$ cat src/rtl/spm_pkg.sv
package spm_pkg;

    localparam int MAX_BITS = 16;
    localparam int PROF_W   = 32;
    localparam int DLY_W    = 19;                      // 7 * 2^16 fits
    localparam int EDGE_W   = $clog2(2 * MAX_BITS) + 1;
    localparam logic [PROF_W-1:0] PROF_RST = 32'h7800_0000;

    typedef struct packed {
        logic [4:0]       nbits;
        logic             cpol;
        logic             cpha;
        logic             lsb;
        logic [DLY_W-1:0] lead;
    } prof_t;

    typedef enum logic [1:0] {ST_IDLE, ST_LEAD, ST_SHIFT, ST_TAIL} st_t;

    function automatic prof_t decode(input logic [PROF_W-1:0] w);
        prof_t      p;
        logic [3:0] code;
        logic [2:0] pf;
        code    = w[30:27];
        p.nbits = (code < 4'd3) ? 5'd4 : {1'b0, code} + 5'd1;
        p.cpol  = w[26];
        p.cpha  = w[25];
        p.lsb   = w[24];
        pf      = {w[23:22], 1'b1};                     // 1,3,5,7
        p.lead  = DLY_W'({16'd0, pf} << ({1'b0, w[15:12]} + 5'd1));
        return p;
    endfunction

    function automatic logic [MAX_BITS-1:0] justify(input logic [MAX_BITS-1:0] d,
                                                    input logic [4:0] n,
                                                    input logic lsb);
        return lsb ? d : d << (5'd16 - n);
    endfunction

    function automatic logic head(input logic [MAX_BITS-1:0] sr, input logic lsb);
        return lsb ? sr[0] : sr[MAX_BITS-1];
    endfunction

    function automatic logic [MAX_BITS-1:0] advance(input logic [MAX_BITS-1:0] sr,
                                                    input logic lsb);
        return lsb ? (sr >> 1) : (sr << 1);
    endfunction

endpackage

$ cat src/rtl/spm_attr_bank.sv
module spm_attr_bank
    import spm_pkg::*;
#(
    parameter int N_PROF = 8,
    localparam int SEL_W = $clog2(N_PROF)
) (
    input  logic                     clk,
    input  logic                     rst,
    input  logic                     wr_en,
    input  logic [SEL_W-1:0]         wr_sel,
    input  logic [PROF_W-1:0]        wr_data,
    output logic [N_PROF*PROF_W-1:0] bank
);
    // one register per profile, reserved top bit never stored
    for (genvar i = 0; i < N_PROF; i++) begin : g_prof
        logic [PROF_W-1:0] word_q;
        always_ff @(posedge clk) begin
            if (rst)
                word_q <= PROF_RST;
            else if (wr_en && wr_sel == SEL_W'(i))
                word_q <= {1'b0, wr_data[PROF_W-2:0]};
        end
        assign bank[i*PROF_W +: PROF_W] = word_q;
    end
endmodule

$ cat src/rtl/spm_engine.sv
module spm_engine
    import spm_pkg::*;
#(
    parameter int HALF = 2,
    localparam int HW = $clog2(HALF + 1)
) (
    input  logic                clk,
    input  logic                rst,
    input  logic                cmd_valid,
    output logic                cmd_ready,
    input  logic [PROF_W-1:0]   cmd_prof,
    input  logic [MAX_BITS-1:0] cmd_data,
    output logic                sck,
    output logic                mosi,
    input  logic                miso,
    output logic                cs_n,
    output logic                rx_valid,
    output logic [MAX_BITS-1:0] rx_data
);
    st_t                 st;
    prof_t               p_q;
    logic [DLY_W-1:0]    dly;
    logic [HW-1:0]       hcnt;
    logic [EDGE_W-1:0]   k;
    logic [MAX_BITS-1:0] tx_sr, rx_sr;

    prof_t               p_new;
    logic [MAX_BITS-1:0] aligned;
    logic                ev, leading, cap, last, launch;

    always_comb begin
        p_new   = decode(cmd_prof);
        aligned = justify(cmd_data, p_new.nbits, p_new.lsb);
        ev      = (st == ST_LEAD && dly == '0) || (st == ST_SHIFT && hcnt == '0);
        leading = ~k[0];
        cap     = leading ^ p_q.cpha;
        last    = (k == EDGE_W'({p_q.nbits, 1'b0} - 6'd1));
        launch  = !cap && !(last && !p_q.cpha);
    end

    assign cmd_ready = (st == ST_IDLE);

    always_ff @(posedge clk) begin
        if (rst) begin
            st       <= ST_IDLE;
            p_q      <= '0;
            dly      <= '0;
            hcnt     <= '0;
            k        <= '0;
            tx_sr    <= '0;
            rx_sr    <= '0;
            sck      <= 1'b0;
            mosi     <= 1'b0;
            cs_n     <= 1'b1;
            rx_valid <= 1'b0;
            rx_data  <= '0;
        end else begin
            rx_valid <= 1'b0;
            unique case (st)
                ST_IDLE: if (cmd_valid) begin
                    p_q   <= p_new;                                // profile frozen
                    cs_n  <= 1'b0;
                    sck   <= p_new.cpol;
                    dly   <= p_new.lead - DLY_W'(1);
                    k     <= '0;
                    rx_sr <= '0;
                    if (!p_new.cpha) begin
                        mosi  <= head(aligned, p_new.lsb);
                        tx_sr <= advance(aligned, p_new.lsb);
                    end else begin
                        mosi  <= 1'b0;
                        tx_sr <= aligned;
                    end
                    st <= ST_LEAD;
                end
                ST_LEAD:  if (dly != '0) dly <= dly - DLY_W'(1);
                ST_SHIFT: if (hcnt != '0) hcnt <= hcnt - HW'(1);
                ST_TAIL: begin
                    if (hcnt != '0) begin
                        hcnt <= hcnt - HW'(1);
                    end else begin
                        cs_n     <= 1'b1;
                        rx_valid <= 1'b1;
                        rx_data  <= p_q.lsb ? (rx_sr >> (5'd16 - p_q.nbits)) : rx_sr;
                        mosi     <= 1'b0;
                        st       <= ST_IDLE;
                    end
                end
                default: st <= ST_IDLE;
            endcase

            if (ev) begin
                sck  <= ~sck;
                k    <= k + EDGE_W'(1);
                hcnt <= HW'(HALF - 1);
                if (cap)
                    rx_sr <= p_q.lsb ? {miso, rx_sr[MAX_BITS-1:1]}
                                     : {rx_sr[MAX_BITS-2:0], miso};
                if (launch) begin
                    mosi  <= head(tx_sr, p_q.lsb);
                    tx_sr <= advance(tx_sr, p_q.lsb);
                end
                st <= last ? ST_TAIL : ST_SHIFT;
            end
        end
    end

    a_r3_idle_level: assert property (@(posedge clk) disable iff (rst)
        $rose(cs_n) |-> sck == p_q.cpol);
    a_r7_no_edge_at_select: assert property (@(posedge clk) disable iff (rst)
        $fell(cs_n) |=> $stable(sck));
    a_r8_edge_spacing: assert property (@(posedge clk) disable iff (rst)
        (!$stable(sck) && !cs_n) |=> $stable(sck));
    a_r8_valid_at_release: assert property (@(posedge clk) disable iff (rst)
        rx_valid |-> $rose(cs_n));
    a_r9_ready_only_idle: assert property (@(posedge clk) disable iff (rst)
        cmd_ready |-> cs_n);

endmodule

$ cat src/rtl/spi_profile_master.sv
module spi_profile_master
    import spm_pkg::*;
#(
    parameter int N_PROF = 8,
    parameter int HALF   = 2,
    localparam int SEL_W = $clog2(N_PROF)
) (
    input  logic                clk,
    input  logic                rst,
    input  logic                cfg_wr_en,
    input  logic [SEL_W-1:0]    cfg_wr_sel,
    input  logic [PROF_W-1:0]   cfg_wr_data,
    input  logic                cmd_valid,
    output logic                cmd_ready,
    input  logic [SEL_W-1:0]    cmd_sel,
    input  logic [MAX_BITS-1:0] cmd_data,
    output logic                sck,
    output logic                mosi,
    input  logic                miso,
    output logic                cs_n,
    output logic                rx_valid,
    output logic [MAX_BITS-1:0] rx_data
);
    logic [N_PROF*PROF_W-1:0] bank;
    logic [PROF_W-1:0]        sel_word;

    spm_attr_bank #(.N_PROF(N_PROF)) u_bank (
        .clk    (clk),
        .rst    (rst),
        .wr_en  (cfg_wr_en),
        .wr_sel (cfg_wr_sel),
        .wr_data(cfg_wr_data),
        .bank   (bank)
    );

    assign sel_word = bank[cmd_sel*PROF_W +: PROF_W];

    spm_engine #(.HALF(HALF)) u_eng (
        .clk      (clk),
        .rst      (rst),
        .cmd_valid(cmd_valid),
        .cmd_ready(cmd_ready),
        .cmd_prof (sel_word),
        .cmd_data (cmd_data),
        .sck      (sck),
        .mosi     (mosi),
        .miso     (miso),
        .cs_n     (cs_n),
        .rx_valid (rx_valid),
        .rx_data  (rx_data)
    );
endmodule

$ cat config.mk
export PLATFORM = sky130hd
export DESIGN_NAME = spi_profile_master
export DESIGN_NICKNAME = d
export VERILOG_FILES = /design/src/rtl/spm_pkg.sv /design/src/rtl/spm_attr_bank.sv /design/src/rtl/spm_engine.sv /design/src/rtl/spi_profile_master.sv
export SDC_FILE = /design/constraint.sdc
export NUM_CORES = 1
export LEC_CHECK = 0
export BUFFER_PORTS_ARGS = -buffer_cell sky130_fd_sc_hd__clkbuf_2
export CAP_MARGIN = 25
export CORE_ASPECT_RATIO = 0.75
export CORE_MARGIN = 10
export CORE_UTILIZATION = 56
export DETAILED_ROUTE_END_ITERATION = 8
export GPL_TIMING_DRIVEN = 0
export PLACE_DENSITY = 0.78
export SYNTH_ARGS = -nofsm -noshare
export SYNTH_HDL_FRONTEND = slang
export SYNTH_SLANG_ARGS = --single-unit
$ cat constraint.sdc
create_clock -name clk -period 4.32 [get_ports clk]
set_clock_uncertainty 0.05 [all_clocks]
set_input_delay 0.432 -clock clk [delete_from_list [all_inputs] [get_ports clk]]
set_output_delay 0.432 -clock clk [all_outputs]
set_load 0.02 [all_outputs]
==> results.toml, run 1 <==
[synthesis]
synth_edf_count = 0
synthSimpleGateAreaFrac = 0.248
synth-seq-cells = 192
syn_nets = 1601
async_reset_ff_frac = 0
synth.most_common_cell = "nand2_1"
synth_compound_area_frac = 0.228
synth_flop_cell = "dfxtp_1"
synth_area_leaders = "dfxtp_1, nand2_1, a21oi_1"
yosys.area_share.adder = 0.0128
synth_area_mm2 = 0.0118
synth_top_family_by_area = "simple AND/OR/NAND/NOR gates"
synth_warnings = 0
netlist.area_leader.share = 0.327
synth_cells = 1530
synthTopCellsByCount = "nand2_1, dfxtp_1, a21oi_1"
synth_top_area_cell = "dfxtp_1"
ys_seq_area_frac = 0.327
synth.area.mux_share = 0.123
synthXorXnorAreaFrac = 0.0112
syn-mean-instance-area_um2 = 7.69
yosysUniqueCellTypes = 78

[critical_path]
crit_required_ns = 4.64
worstPathMaxFanout = 10
crit_type = "in -> reg"
crit_top_cell = "buf_12"
critPathMaxStageDelay_ns = 0.38
crit_arrival_ns = 4.46
critPathTopFamily = "compound AO/OA/AOI/OAI gates"
worstRegToRegCells = 15
r2r_start = "u_bank.g_prof[7].word_q[13]"
crit_path_end_kind = "register"
start_kind = "primary input"
critPathSlowestCell = "a311o_1"
path_buf_inv = 7
reg2reg_slack_ns = 0.22
r2r_end = "u_eng.dly[12]"
crit_chain = "clkbuf_2, buf_12, buf_12, buf_12, mux4_2, mux2i_4, inv_2, ha_4, a221oi_4, nor2_4, inv_4, ha_2, clkbuf_4, a31oi_1, o31ai_1, a221oi_2, nand2_1, a311o_1, a22o_1, a221oi_1"

[pwr]
power_density_mw_per_mm2 = 452
comb_power_share = 0.374
irDropWorstVdd_v = 0.000334
clkPwrFrac = 0.275
sequentialPowerShare = 0.352
power.leakage_nw = 4.78
p_switching_mw = 2.46
intPower_mw = 3.54
swShare = 0.410

[clock_network]
holdBufCountCts = 0
clkLatencyLatePin_ns = 0.46
htreeDepth = 4
cts-root-buf = "clkbuf_16"
clk_pin_slew_ns = 0.09
numCtsBuffers = 17
cts_tree = "yes"
clkSinkCount = 192
cts.path.max_buffers = 2

[finish]
fin_nets = 1677
fin_area_mm2 = 0.0133
n_antenna_cell = 0
final_layout_size_suffix_gt1_frac = 0.129
area_growth_pct = 13.0
post-route-util = 0.651

[grt]
grt-ovfl-total = 0
grt_max_degree = 22
antenna_found_initial = 0
grt_pass1_wl_um = 63000
grt_pass1_vias = 11042
gr-usage-all-layers = 0.285

[drt]
routedWlPerCell_um = 21.4
vias_per_cell = 6.56
vias = 12462
first_iter_violations = 1697
remaining_drc_errors = 0
routed_wl_um = 40700
dr.pass1.iters = 8
ant_nets = 0

[sta]
fmax_ghz = 0.241
min_period_over_period = 0.959
maxSlewHeadroom = 0.270
drv_slew = 0
worst_pin_slew_ns = 1.07
fin_crit_ns = 4.14
setup_violations = 0
hold_violations = 0

[run_status]
status = "complete, no violations"

[place]
io_buffers = 44
place_area_mm2 = 0.0124
gp_congestion = 0.980
place_hpwl_um = 28900

[floorplanning]
die_h_um = 146
die_x_um = 187
rows = 45
start_util = 0.576
design.die.area_mm2 = 0.0273
num_io_pins = 80
coreArea_mm2 = 0.0204

[min_path]
min-delay-start = "cfg_wr_data[24]"
hold_depth = 3
holdCritPathClass = "in -> reg"
min_to = "u_bank.g_prof[3].word_q[24]"

[flow_run]
cap_violations = 0
[layout make-up]
type,instances,area (µm²)
clock buffers,17,425
inverters,26,100
well taps,282,353
plain buffers,115,544
repair buffers,59,333
fillers,1822,7140
clock inverters,15,183
flip-flops and latches,192,3840
multi-input cells,1195,7520
[registers in the layout, indices dropped and copies added (netlist names)]
register and count:
u_eng.dly 19, u_eng.hcnt 2, u_eng.st 2, u_eng.k 6, u_eng.rx_data 16, u_eng.p_q 7
u_eng.tx_sr 16, u_bank.g_prof.word_q 104, u_eng.rx_valid 1, u_eng.cs_n 1, u_eng.sck 1, u_eng.mosi 1
u_eng.rx_sr 16
[timing repair]
action | CTS | global route
cloned | 0 | 0
pin swaps | 2 | 7
setup endpoints to repair | 21 | 24
setup buffers | 4 | 11
gates resized for setup | 19 | 40
[per-layer routing]
metal  track usage  up-vias  wire [µm]
li1              -     5693          -
met1         0.413     5885      17700
met2         0.409      812      17300
met3        0.0703       72       5000
met4        0.0726        0        722
met5             0        -          0
[cells in the final DEF (no fill, tap or decap), types with 8 or more instances in the layout]
| master | instances |
|---|---|
| nand2_1 | 324 |
| dfxtp_1 | 192 |
| a21oi_1 | 148 |
| nor2_1 | 128 |
| clkbuf_1 | 82 |
| mux2i_1 | 68 |
| clkbuf_2 | 59 |
| o21ai_0 | 58 |
| nand3b_1 | 42 |
| nand3_1 | 33 |
| a31oi_1 | 28 |
| nor3_1 | 27 |
| mux4_2 | 25 |
| inv_1 | 21 |
| a211oi_1 | 20 |
| and2_1 | 18 |
| clkbuf_16 | 17 |
| a22oi_1 | 16 |
| nand2b_1 | 16 |
| buf_4 | 16 |
| a311oi_1 | 15 |
| a221oi_1 | 12 |
| o211ai_1 | 11 |
| nor2b_1 | 10 |
| mux2_2 | 10 |
| xnor2_1 | 10 |
| o31ai_1 | 10 |
| ha_1 | 9 |
| or3_1 | 8 |
| nand4_1 | 8 |
[cell families (layout without fill, tap and decap cells)]
logic type | Yosys count | after routing
AND/OR/NAND/NOR | 647 | 647
multiplexers | 111 | 111
XOR/XNOR | 15 | 15
AO/OA/AOI/OAI | 410 | 410
adder cells (fa/ha/maj) | 12 | 12
buffers and inverters | 143 | 232
flip-flops | 192 | 192
[per-stage QoR]
stage	power (mW)	TNS (ns)	setup WS, ns	hold slack, ns	instances
global route	6.27	-0.0768	-0.0382	0.256	1901
global placement	4.16	-19.44	-1.20	0.389	1856
detailed placement	4.19	-20.37	-1.11	0.393	1856
floorplan	3.61	0	0.0264	0.383	1530
finish	6.01	0	0.176	0.239	1901
CTS	5.83	0	0.000655	0.236	1891
[power groups by stage]
| stage | Clock, mW | Combinational, mW | Sequential, mW |
|---|---|---|---|
| 2_1_floorplan | 0 | 1.50 | 2.11 |
| 3_3_place_gp | 0 | 2.03 | 2.13 |
| 3_5_place_dp | 0 | 2.05 | 2.14 |
| 4_1_cts | 1.65 | 2.08 | 2.10 |
| 5_1_grt | 1.72 | 2.42 | 2.13 |
| 6_report | 1.65 | 2.24 | 2.11 |
[worst min-delay path, stage by stage]
cell      delay [ns]
clkbuf_2        0.15
nand2_1         0.08
a21oi_1         0.05
[how the worst max path moves through the flow]
| stage | start | to | slack [ns] | depth (start not counted) |
|---|---|---|---|---|
| floorplan | cmd_sel[2] | u_eng.tx_sr[14] | 0.03 | 20 |
| global placement | cmd_sel[1] | u_eng.tx_sr[15] | -1.20 | 19 |
| detailed placement | cmd_sel[1] | u_eng.tx_sr[15] | -1.11 | 19 |
| CTS | cmd_sel[0] | u_eng.tx_sr[14] | 0.0007 | 22 |
| global route | cmd_sel[0] | u_eng.tx_sr[5] | -0.04 | 20 |
| finish | cmd_sel[0] | u_eng.tx_sr[14] | 0.18 | 20 |
Note: power is estimated with default switching activity, not from simulation.
==> inputs of run 2 (changes only) <==
- BUFFER_PORTS_ARGS: -buffer_cell sky130_fd_sc_hd__clkbuf_2 -> default
- CORE_UTILIZATION: 56 -> 59
- DONT_BUFFER_PORTS: default -> 1
==> results.toml, run 2 (synthesis gave the netlist of run 1 again) <==
[critical_path]
critPathSlowestCell = "ha_2"
crit_arrival_ns = 4.47
crit_type = "in -> reg"
critPathMaxStageDelay_ns = 0.37
crit_top_cell = "mux2i_1"
start_kind = "primary input"
crit_path_end_kind = "register"
crit_chain = "buf_6, buf_8, mux2i_1, a22oi_2, nand2_4, inv_2, clkbuf_4, ha_4, inv_1, o221ai_2, nand2_1, ha_2, clkbuf_4, buf_4, mux2i_2, mux2i_1, mux2i_1, o22ai_1, a221oi_2, a211oi_1"
crit_required_ns = 4.57
worstPathMaxFanout = 10

[finish]
largest_register_ffs = 104
fin_nets = 1633
fin_area_mm2 = 0.0131
n_antenna_cell = 0
top_regs = "u_bank.g_prof.word_q: 104 flops, u_eng.dly: 19 flops"
final_layout_size_suffix_gt1_frac = 0.101
layout_common_cells = "nand2_1, dfxtp_1, a21oi_1, nor2_1, clkbuf_1"
regMostFlops = "u_bank.g_prof.word_q"
area_growth_pct = 10.9
layout_commonest_cell = "nand2_1"

[pwr]
comb_power_share = 0.355
sequentialPowerShare = 0.354
irDropWorstVdd_v = 0.000306
p_switching_mw = 2.48
power_mw = 6.03
power.leakage_nw = 4.62
swShare = 0.411
power_density_mw_per_mm2 = 462
clkPwrFrac = 0.291
intPower_mw = 3.55

[sta]
maxSlewHeadroom = 0.331
fmax_ghz = 0.237
hold_violations = 0
drv_slew = 0
hold_ws_ns = 0.175
fin_crit_ns = 4.22
min_period_over_period = 0.977
worst_pin_slew_ns = 0.994
setup_violations = 0

[clock_network]
clkSinkCount = 192
clk_pin_slew_ns = 0.09
cts.path.max_buffers = 2
numCtsBuffers = 17
clkLatencyLatePin_ns = 0.46
cts-root-buf = "clkbuf_16"
htreeDepth = 4
cts_tree = "yes"

[drt]
routedWlPerCell_um = 21.6
wl_met2_um = 16600
routed_wl_um = 39400
wl_met3_um = 4970
remaining_drc_errors = 0
vias = 12294
vias_per_cell = 6.73
wl_met1_um = 16900
dr.pass1.iters = 5
dr.max_layer_used = "met4"
ant_nets = 0
first_iter_violations = 1808

[floorplanning]
coreArea_mm2 = 0.0195
design.die.area_mm2 = 0.0261
rows = 44
die_x_um = 183
die_h_um = 142
start_util = 0.604
num_io_pins = 80

[grt]
grt_pass1_vias = 10988
grt_max_degree = 25
antenna_found_initial = 0
gr-usage-all-layers = 0.296
grt-ovfl-total = 0
grt_pass1_wl_um = 61800

[place]
io_buffers = 0
place_hpwl_um = 28300
place_area_mm2 = 0.0121
gp_congestion = 0.981

[flow_run]
cap_violations = 0

[min_path]
holdCritPathClass = "in -> reg"

[run_status]
status = "complete, no violations"
## run 2: cell types whose count changed in the layout (fill, tap and decap cells not counted), moves of 3 or more
cell and delta:
inv_16 +3, clkbuf_2 -46, inv_6 -3, buf_12 -3
## run 2: cell type report
cell class / count / area (µm²)
clock buffers: 17 / 425
inverters: 26 / 97.6
multi-input cells: 1195 / 7500
flip-flops and latches: 192 / 3840
clock inverters: 15 / 238
fillers: 1662 / 6430
plain buffers: 115 / 518
repair buffers: 15 / 118
well taps: 253 / 317
## run 2: per-stage QoR
| stage | cells | utilization | worst slack (ns) | setup TNS (ns) |
|---|---|---|---|---|
| after global routing | 1828 | 0.670 | -0.0285 | -0.0674 |
| final | 1828 | 0.670 | 0.100 | 0 |
| after CTS | 1819 | 0.661 | 0.0278 | 0 |
| after floorplan | 1530 | - | 0.0264 | 0 |
| after global placement | 1783 | 0.622 | -1.07 | -17.85 |
| after detailed placement | 1783 | 0.622 | -1.04 | -19.02 |
## run 2: path summary, 6_finish.rpt
check / start / end / slack [ns] / depth (start not counted)
worst min-delay path: rst / u_eng.tx_sr[15] / 0.17 / 2
worst min register to register: u_bank.g_prof[6].word_q[25] / u_bank.g_prof[6].word_q[25] / 0.41 / 2
worst max-delay path: cmd_sel[0] / u_eng.tx_sr[9] / 0.10 / 20
worst max register to register: u_bank.g_prof[5].word_q[27] / u_eng.tx_sr[9] / 0.14 / 18
## run 2: power groups by stage
stage | clock [mW] | sequential (mW) | combinational (mW)
2_1_floorplan | 0 | 2.11 | 1.50
3_3_place_gp | 0 | 2.16 | 1.94
3_5_place_dp | 0 | 2.16 | 1.97
4_1_cts | 1.75 | 2.13 | 2.02
5_1_grt | 1.82 | 2.15 | 2.33
6_report | 1.76 | 2.13 | 2.14
## run 2: per-layer routing
layer | up-vias | GRT usage
met5 | - | 0
met4 | 0 | 0.0899
met3 | 74 | 0.0732
met2 | 817 | 0.429
met1 | 5810 | 0.423
li1 | 5593 | -
## run 2: timing repair
action | in CTS | in global routing
resized for setup | 15 | 30
setup buffers | 5 | 9
pin swaps | 3 | 3
hold buffers | 0 | 0
setup endpoints to repair | 21 | 26
## run 2: critical path, delay by kind of cell
family	cells	cell delay, ns
and+or+nand+nor	2	0.27
buffers and inverters	7	1.31
adders and majority gates	2	0.59
AOI/OAI and AO/OA	5	1.08
muxes	4	0.76
